<file path="src/rtl/dma_runctl_pkg.sv">
`timescale 1ns/1ps
package dma_runctl_pkg;
    localparam int REG_W     = 32;
    localparam int RUN_BIT   = 31;
    localparam int MODE_BIT  = 30;
    localparam int IRQEN_BIT = 29;
    localparam int REQ_BIT   = 8;
    localparam int STOP_BIT  = 3;

    typedef enum logic [1:0] {
        ST_STOPPED  = 2'd0,
        ST_RUNNING  = 2'd1,
        ST_DRAINING = 2'd2
    } chan_state_e;
endpackage

</file>
<file path="src/rtl/dma_runctl_cfg.sv">
`timescale 1ns/1ps
// Plain read/write configuration fields: mode select and stop interrupt enable.
module dma_runctl_cfg (
    input  logic clk,
    input  logic rst_n,
    input  logic wr_en,
    input  logic wr_mode,
    input  logic wr_irqen,
    output logic mode_q,
    output logic irqen_q
);
    always_ff @(posedge clk) begin
        if (!rst_n) begin
            mode_q  <= 1'b0;
            irqen_q <= 1'b0;
        end else if (wr_en) begin
            mode_q  <= wr_mode;
            irqen_q <= wr_irqen;
        end
    end
endmodule

</file>
<file path="src/rtl/dma_runctl_seq.sv">
`timescale 1ns/1ps
// Run/stop sequencer: STOPPED -> RUNNING -> (DRAINING) -> STOPPED.
module dma_runctl_seq
    import dma_runctl_pkg::*;
(
    input  logic        clk,
    input  logic        rst_n,
    input  logic        wr_en,
    input  logic        wr_run,
    input  logic        wr_mode,
    input  logic        desc_addr_valid,
    input  logic        burst_active,
    input  logic        burst_done,
    output chan_state_e state_q,
    output logic        run_flag,
    output logic        stopped_flag,
    output logic        chan_en
);
    chan_state_e state_n;
    logic        run_set;
    logic        run_clr;
    logic        start_ok;
    logic        burst_open;

    assign run_set    = wr_en &&  wr_run;
    assign run_clr    = wr_en && !wr_run;
    // No-descriptor mode may start at any time; descriptor mode needs an address.
    assign start_ok   = wr_mode || desc_addr_valid;
    assign burst_open = burst_active && !burst_done;

    // State register
    always_ff @(posedge clk) begin
        if (!rst_n) state_q <= ST_STOPPED;
        else        state_q <= state_n;
    end

    // Next-state logic
    always_comb begin
        state_n = state_q;
        unique case (state_q)
            ST_STOPPED: begin
                if (run_set && start_ok) state_n = ST_RUNNING;      // START
            end
            ST_RUNNING: begin
                if (run_clr) begin
                    if (burst_open) state_n = ST_DRAINING;          // DRAIN
                    else            state_n = ST_STOPPED;           // HALT
                end
            end
            ST_DRAINING: begin
                if (run_set)         state_n = ST_RUNNING;          // RESUME
                else if (burst_done) state_n = ST_STOPPED;          // SETTLE
            end
            default: state_n = ST_STOPPED;
        endcase
    end

    // Outputs
    always_comb begin
        run_flag     = 1'b0;
        stopped_flag = 1'b0;
        chan_en      = 1'b0;
        unique case (state_q)
            ST_STOPPED:  stopped_flag = 1'b1;
            ST_RUNNING: begin
                run_flag = 1'b1;
                chan_en  = 1'b1;
            end
            ST_DRAINING: chan_en = 1'b1;
            default:     stopped_flag = 1'b1;
        endcase
    end
endmodule

</file>
<file path="src/rtl/dma_runctl_view.sv">
`timescale 1ns/1ps
// Read-word assembly and stop interrupt.
module dma_runctl_view
    import dma_runctl_pkg::*;
(
    input  logic             run_flag,
    input  logic             mode_q,
    input  logic             irqen_q,
    input  logic             periph_req,
    input  logic             stopped_flag,
    output logic [REG_W-1:0] rd_word,
    output logic             stop_irq
);
    always_comb begin
        for (int b = 0; b < REG_W; b++) begin
            unique case (b)
                RUN_BIT:   rd_word[b] = run_flag;
                MODE_BIT:  rd_word[b] = mode_q;
                IRQEN_BIT: rd_word[b] = irqen_q;
                REQ_BIT:   rd_word[b] = periph_req;
                STOP_BIT:  rd_word[b] = stopped_flag;
                default:   rd_word[b] = 1'b0;
            endcase
        end
    end

    assign stop_irq = irqen_q && stopped_flag;
endmodule

</file>
<file path="src/rtl/dma_chan_runctl.sv">
`timescale 1ns/1ps
module dma_chan_runctl
    import dma_runctl_pkg::*;
(
    input  logic              clk,
    input  logic              rst_n,
    input  logic              wr_en,
    input  logic [REG_W-1:0]  wr_data,
    output logic [REG_W-1:0]  rd_data,
    input  logic              periph_req,
    input  logic              desc_addr_valid,
    input  logic              burst_active,
    input  logic              burst_done,
    output logic              chan_en,
    output logic              stop_irq
);
    logic        mode_q;
    logic        irqen_q;
    logic        run_flag;
    logic        stopped_flag;
    chan_state_e state_q;

    // Reserved and read-only write bits are dropped here.
    logic unused_wr_bits;
    assign unused_wr_bits = ^{wr_data[IRQEN_BIT-1:0], state_q};

    dma_runctl_cfg u_cfg (
        .clk       (clk),
        .rst_n     (rst_n),
        .wr_en     (wr_en),
        .wr_mode   (wr_data[MODE_BIT]),
        .wr_irqen  (wr_data[IRQEN_BIT]),
        .mode_q    (mode_q),
        .irqen_q   (irqen_q)
    );

    dma_runctl_seq u_seq (
        .clk             (clk),
        .rst_n           (rst_n),
        .wr_en           (wr_en),
        .wr_run          (wr_data[RUN_BIT]),
        .wr_mode         (wr_data[MODE_BIT]),
        .desc_addr_valid (desc_addr_valid),
        .burst_active    (burst_active),
        .burst_done      (burst_done),
        .state_q         (state_q),
        .run_flag        (run_flag),
        .stopped_flag    (stopped_flag),
        .chan_en         (chan_en)
    );

    dma_runctl_view u_view (
        .run_flag     (run_flag),
        .mode_q       (mode_q),
        .irqen_q      (irqen_q),
        .periph_req   (periph_req),
        .stopped_flag (stopped_flag),
        .rd_word      (rd_data),
        .stop_irq     (stop_irq)
    );
endmodule

</file>
<file path="config.mk">
export PLATFORM = sky130hd
export DESIGN_NAME = dma_chan_runctl
export DESIGN_NICKNAME = d
export VERILOG_FILES = /design/src/rtl/dma_runctl_pkg.sv /design/src/rtl/dma_runctl_cfg.sv /design/src/rtl/dma_runctl_seq.sv /design/src/rtl/dma_runctl_view.sv /design/src/rtl/dma_chan_runctl.sv
export SDC_FILE = /design/constraint.sdc
export NUM_CORES = 1
export LEC_CHECK = 0
export ABC_AREA = 1
export CAP_MARGIN = 0
export CORE_ASPECT_RATIO = 1.4
export CORE_MARGIN = 3
export CORE_UTILIZATION = 26
export DETAILED_ROUTE_END_ITERATION = 16
export GPL_TIMING_DRIVEN = 0
export PLACE_DENSITY = 0.86
export SYNTH_ARGS = -nofsm -noshare
export SYNTH_HDL_FRONTEND = slang
export SYNTH_HIERARCHICAL = 1
export SYNTH_SLANG_ARGS = --single-unit
</file>
<file path="constraint.sdc">
create_clock -name clk -period 2.45 [get_ports clk]
set_clock_uncertainty 0.05 [all_clocks]
set_input_delay 0.49 -clock clk [delete_from_list [all_inputs] [get_ports clk]]
set_output_delay 0.49 -clock clk [all_outputs]
set_load 0.01 [all_outputs]
</file>
==> results.sh, run 1 <==
export IMPL_wl_per_cell_um=6.83
export IMPL_clk_pin_slew_ns=0.04
export IMPL_antenna_found_initial=0
export IMPL_synth_area_per_cell_um2=6.58
export IMPL_crit_chain="inv_1 -> ha_1 -> inv_1 -> buf_4 -> clkdlybuf4s50_1"
export IMPL_dieWidth_um=44.0
export IMPL_crit_required_ns=1.91
export IMPL_fillers=203
export IMPL_num_antenna_cells=0
export IMPL_wl_um=984
export IMPL_cpLargestDelayFamily="buffers and inverters"
export IMPL_status="finished clean"
export IMPL_initial_utilization_pct=28.5
export IMPL_portBuffers=15
export IMPL_max_cap_violations=0
export IMPL_cts_tree="yes"
export IMPL_cpMostUsedCell="inv_1"
export IMPL_grt_pass1_vias=390
export IMPL_vdd_drop_max_v=0.000379
export IMPL_drive_gt1_share_pct=28.2
export IMPL_drtIter0Drc=5
export IMPL_crit_start="u_seq/state_q[0]"
export IMPL_grt_overflow=0
export IMPL_timing_rr_end="u_seq/state_q[0]"
export IMPL_gp_congestion=0.708
export IMPL_dp_hpwl_um=902
export IMPL_crit_arrival_ns=1.68
export IMPL_r2r_start="u_seq/state_q[0]"
export IMPL_vias=483
export IMPL_grt_max_degree=8
export IMPL_htree_levels=1
export IMPL_area_growth_pct=56.1
export IMPL_p_per_area_nw_per_um2=609
export IMPL_root_buffer="clkbuf_4"
export IMPL_worst_r2r_cell_count=8
export IMPL_yosys_top_cells_area="buf_4 46%, dfxtp_1 15%, nand2_1 10%"
export IMPL_rrSetupSlack_ns=1.21
export IMPL_post_cts_setup_buffer_count=0
export IMPL_syn_inst=80
export IMPL_cts_resized=0
export IMPL_layout_commonest_cell="buf_4"
export IMPL_setup_violations=0
export IMPL_hold_path_class="reg -> reg"
export IMPL_ioPinCount=73
export IMPL_final_cell_mix="32 x buf_4, 27 x conb_1, 15 x clkdlybuf4s50_1"
export IMPL_clk_path_buf_depth=2
export IMPL_numCtsBuffers=3
export IMPL_die_area_um2=2610
export IMPL_maxSlewViolCount=0
export IMPL_syn_area_um2=527
export IMPL_ys_warn_count=6
export IMPL_path_depth=5
export IMPL_drt_pass1_iterations=4
export IMPL_cp_endpoint="rd_data[3]"
export IMPL_fp_dieH_um=59.3
export IMPL_path_class="reg -> out"
export IMPL_rsz0062_at_grt="no"
export IMPL_pre_cts_ws_ns=0.474
export IMPL_critPathLaunchType="flop"
export IMPL_cts_sinks=4
export IMPL_max_stage_delay_ns=0.52
export IMPL_nNetsFinal=169
export IMPL_power_w=0.000501
export IMPL_cp_max_fo=3
export IMPL_routed_via_density=3.35
export IMPL_path_buf_inv=4
export IMPL_hold_violations=0
export IMPL_core_um2=1850
export IMPL_grt_total_usage_pct=7.91
export IMPL_synth_distinct_cells=10
export IMPL_grt_pass1_wl_mm=1.51
export IMPL_cp_end_kind="primary output"
export IMPL_period_needed_ns=2.22
export IMPL_setup_tns_ns=0
export IMPL_post_route_drc_count=0
export IMPL_cp_slowest_cell="clkdlybuf4s50_1"
export IMPL_ys_seq_area_share_pct=15.2
export IMPL_min_period_over_period_pct=90.5
export IMPL_fmax_mhz=451
export IMPL_synth_top_area_share_pct=45.6
export IMPL_clk_latency_ns=0.23
export IMPL_ant_nets=0
export IMPL_ctsHoldBuffers=0
export IMPL_cellLeakagePower_nw=0.510
export IMPL_setup_slack_ns=0.233
export IMPL_num_rows=18
export IMPL_yosys_area_top_type="buf_4"
export IMPL_ys_seq_elements=4
worst min path at each step:
stage,from,to,cells past startpoint
after floorplan,u_cfg/mode_q,u_cfg/mode_q,2
after global placement,u_cfg/mode_q,u_cfg/mode_q,2
after detailed placement,u_cfg/mode_q,u_cfg/mode_q,2
after CTS,u_cfg/mode_q,u_cfg/mode_q,2
after global routing,u_cfg/mode_q,u_cfg/mode_q,2
final,u_cfg/mode_q,u_cfg/mode_q,2
per-layer routing:
| metal | wire, um | GRT usage (%) |
|---|---|---|
| met4 | 0 | 5.17 |
| met5 | 0 | 0 |
| met3 | 190 | 4.56 |
| met2 | 477 | 13.1 |
| met1 | 316 | 7.16 |
cells by family after synthesis:
group                      after synthesis  synth area share (%)
buffers and inverters                   42                  52.7
and+or+nand+nor                         27                  20.0
adders and majority gates                4                  9.50
DFF                                      4                  15.2
AOI/OAI and AO/OA                        2                  1.90
other                                    1                 0.712
synthesized netlist by cell type:
library cell and number:
conb_1 1, dfxtp_1 4, nand3_1 3, ha_1 4
inv_1 10, a21oi_1 1, buf_4 32, nor2_1 10
nand2_1 14, o21ai_1 1
tightest hold or removal path: stages, from the launching register on:
cell     delay (ns)
dfxtp_1        0.30
nor2_1         0.08
nor2_1         0.05
sequential cells by signal, indices dropped and copies added, names as in the netlist:
signal and flops:
u_cfg/irqen_q 1, u_cfg/mode_q 1, u_seq/state_q 2
per-stage QoR:
step	util, %	cell area, um^2	hold WS (ns)	std cells
after floorplan	-	624	0.399	106
final	44.5	822	0.423	144
after global routing	44.5	822	0.434	144
after detailed placement	43.3	800	0.417	141
after CTS	44.5	822	0.424	144
after global placement	43.3	800	0.411	141
cell type report:
class                           count  area [um^2]  share of cell area (%)
Buffer                             32          240                    29.2
Clock buffer                        3         22.5                    2.74
Inverter                           10         37.5                    4.57
Multi-Input combinational cell     60          267                    32.4
Sequential cell                     4         80.1                    9.74
Tap cell                           20         25.0                    3.04
Timing Repair Buffer               15          150                    18.3
report_power, final:
group,switching [W],total [W],internal [W]
registers,0.0000120,0.0000932,0.0000812
logic,0.000148,0.000326,0.000178
clock network,0.0000265,0.0000813,0.0000547
total,0.000187,0.000501,0.000314
(Power assumes the default switching activity.)
==> run 2, diff against run 1 <==
CORE_MARGIN = 5   (was 3)
==> run 2 against run 1 <==
  * Clock-buffer cell count stayed put
  * Global-route usage grew 0.16 points
  * Worst setup slack lost 0.010 ns
  * Hold slack gained 0.020 ns
  * Critical endpoint is now stop_irq
  * Largest power group unchanged
==> results.sh, run 2 (synthesis results as in run 1) <==
export IMPL_status="finished clean"
export IMPL_swShare_pct=38.2
export IMPL_fillers=212
export IMPL_wl_mm=1.12
export IMPL_multi_input_area_um2=267
export IMPL_critPathLaunchType="flop"
export IMPL_vias=489
export IMPL_clk_pin_slew_ns=0.04
export IMPL_fmax_mhz=449
export IMPL_num_rows=19
export IMPL_cts_tree="yes"
export IMPL_p_sw_w=0.000195
export IMPL_layout_commonest_cell="buf_4"
export IMPL_clk_path_buf_depth=2
export IMPL_dp_hpwl_mm=1.05
export IMPL_hold_path_startpoint="u_cfg/mode_q"
export IMPL_min_delay_path_depth=2
export IMPL_dieWidth_um=48.0
export IMPL_drt_pass1_iterations=6
export IMPL_hold_path_class="reg -> reg"
export IMPL_hold_end="u_cfg/mode_q"
export IMPL_ioPinCount=73
export IMPL_grt_pass1_vias=494
export IMPL_setup_tns_ns=0
export IMPL_fp_dieH_um=63.3
export IMPL_period_needed_ns=2.23
export IMPL_regMostFlops="u_seq/state_q"
export IMPL_final_cell_mix="32 x buf_4, 27 x conb_1, 15 x clkdlybuf4s50_1"
export IMPL_rsz0062_at_grt="no"
export IMPL_seqPwrFrac_pct=18.1
export IMPL_crit_arrival_ns=1.69
export IMPL_grt_pass1_wl_mm=1.81
export IMPL_comb_power_share_pct=66.4
export IMPL_wl_per_cell_um=7.75
export IMPL_path_class="reg -> out"
export IMPL_maxSlewViolCount=0
export IMPL_grt_total_usage_pct=8.07
export IMPL_timing_rr_end="u_seq/state_q[0]"
export IMPL_seqCellArea_um2=80.1
export IMPL_cts_sinks=4
export IMPL_crit_start="u_seq/state_q[0]"
export IMPL_cellLeakagePower_nw=0.510
export IMPL_routed_via_density=3.37
export IMPL_root_buffer="clkbuf_4"
export IMPL_drive_gt1_share_pct=28.2
export IMPL_max_cap_violations=0
export IMPL_top_regs="u_seq/state_q (2), u_cfg/irqen_q (1), u_cfg/mode_q (1)"
export IMPL_nNetsFinal=169
export IMPL_cell_internal_pwr_w=0.000315
export IMPL_worst_r2r_cell_count=8
export IMPL_r2r_start="u_seq/state_q[0]"
export IMPL_die_area_um2=3040
export IMPL_crit_required_ns=1.91
export IMPL_portBuffers=15
export IMPL_min_period_over_period_pct=90.9
export IMPL_setup_violations=0
export IMPL_vdd_drop_max_v=0.000231
export IMPL_p_clk_share_pct=15.5
export IMPL_cp_end_kind="primary output"
export IMPL_p_per_area_nw_per_um2=620
export IMPL_finalHoldWorstSlack_ns=0.444
export IMPL_hold_violations=0
export IMPL_drtIter0Drc=9
export IMPL_htree_levels=1
export IMPL_antenna_found_initial=0
export IMPL_core_um2=1950
export IMPL_ctsHoldBuffers=0
export IMPL_largest_register_ffs=2
export IMPL_area_growth_pct=56.3
export IMPL_grt_overflow=0
export IMPL_post_route_drc_count=0
export IMPL_cp_max_fo=3
export IMPL_layout_cells_non_filler=145
export IMPL_cts_resized=0
export IMPL_final_core_util_pct=42.2
export IMPL_numCtsBuffers=3
export IMPL_rrSetupSlack_ns=1.18
export IMPL_gp_congestion=0.836
export IMPL_dp_cells=142
export IMPL_initial_utilization_pct=27.0
export IMPL_num_antenna_cells=0
export IMPL_post_cts_setup_buffer_count=0
export IMPL_grt_max_degree=8
export IMPL_ant_nets=0
export IMPL_clk_latency_ns=0.23
run 2: cell counts in the layout (fill, tap and decap cells not counted):
No cell type changed its count.
run 2: power by group through the flow:
stage	clock [W]	sequential, W	combinational [W]
after global routing	0.0000885	0.0000959	0.000380
after floorplan	0	0.0000912	0.000218
final	0.0000794	0.0000922	0.000339
after global placement	0	0.0000920	0.000322
after CTS	0.0000845	0.0000926	0.000340
after detailed placement	0	0.0000935	0.000340
run 2: layout make-up:
class | count | share of cell area, %
buffer | 32 | 29.2
clock buffer | 3 | 2.74
inverter | 10 | 4.56
multi-input combinational | 60 | 32.4
sequential | 4 | 9.73
tap | 21 | 3.19
timing repair buffer | 15 | 18.2
run 2: how the worst max path moves through the flow:
stage                to  slack [ns]
3_5_place_dp   stop_irq        0.45
5_1_grt        stop_irq        0.04
6_report       stop_irq        0.22
4_1_cts        stop_irq        0.20
3_3_place_gp   stop_irq        0.48
2_1_floorplan  stop_irq        0.97
run 2: critical path, stage by stage, from the launching register on:
cell             delay, ns
dfxtp_1               0.34
inv_1                 0.09
ha_1                  0.33
inv_1                 0.08
nand2_1               0.05
inv_1                 0.05
clkdlybuf4s50_1       0.53
run 2: through the flow:
stage | worst slack (ns) | cell area [um^2] | total power (W)
final | 0.223 | 823 | 0.000511
after global routing | 0.0405 | 823 | 0.000564
after CTS | 0.202 | 823 | 0.000517
after detailed placement | 0.455 | 801 | 0.000433
after global placement | 0.480 | 801 | 0.000414
after floorplan | 0.967 | 624 | 0.000309
run 2: per-layer routing:
layer	part of all wire (%)	track usage, %	vias to the layer above
li1	-	-	265
met1	33	8.87	192
met2	51	12.4	32
met3	16	3.13	0
met4	0	4.71	0
met5	0	0	-
==> run 3, diff against run 2 <==
TNS_END_PERCENT = 5   (was unset)
==> results of run 3 <==
Final layout, timing and power as in run 2 (identical DEF).
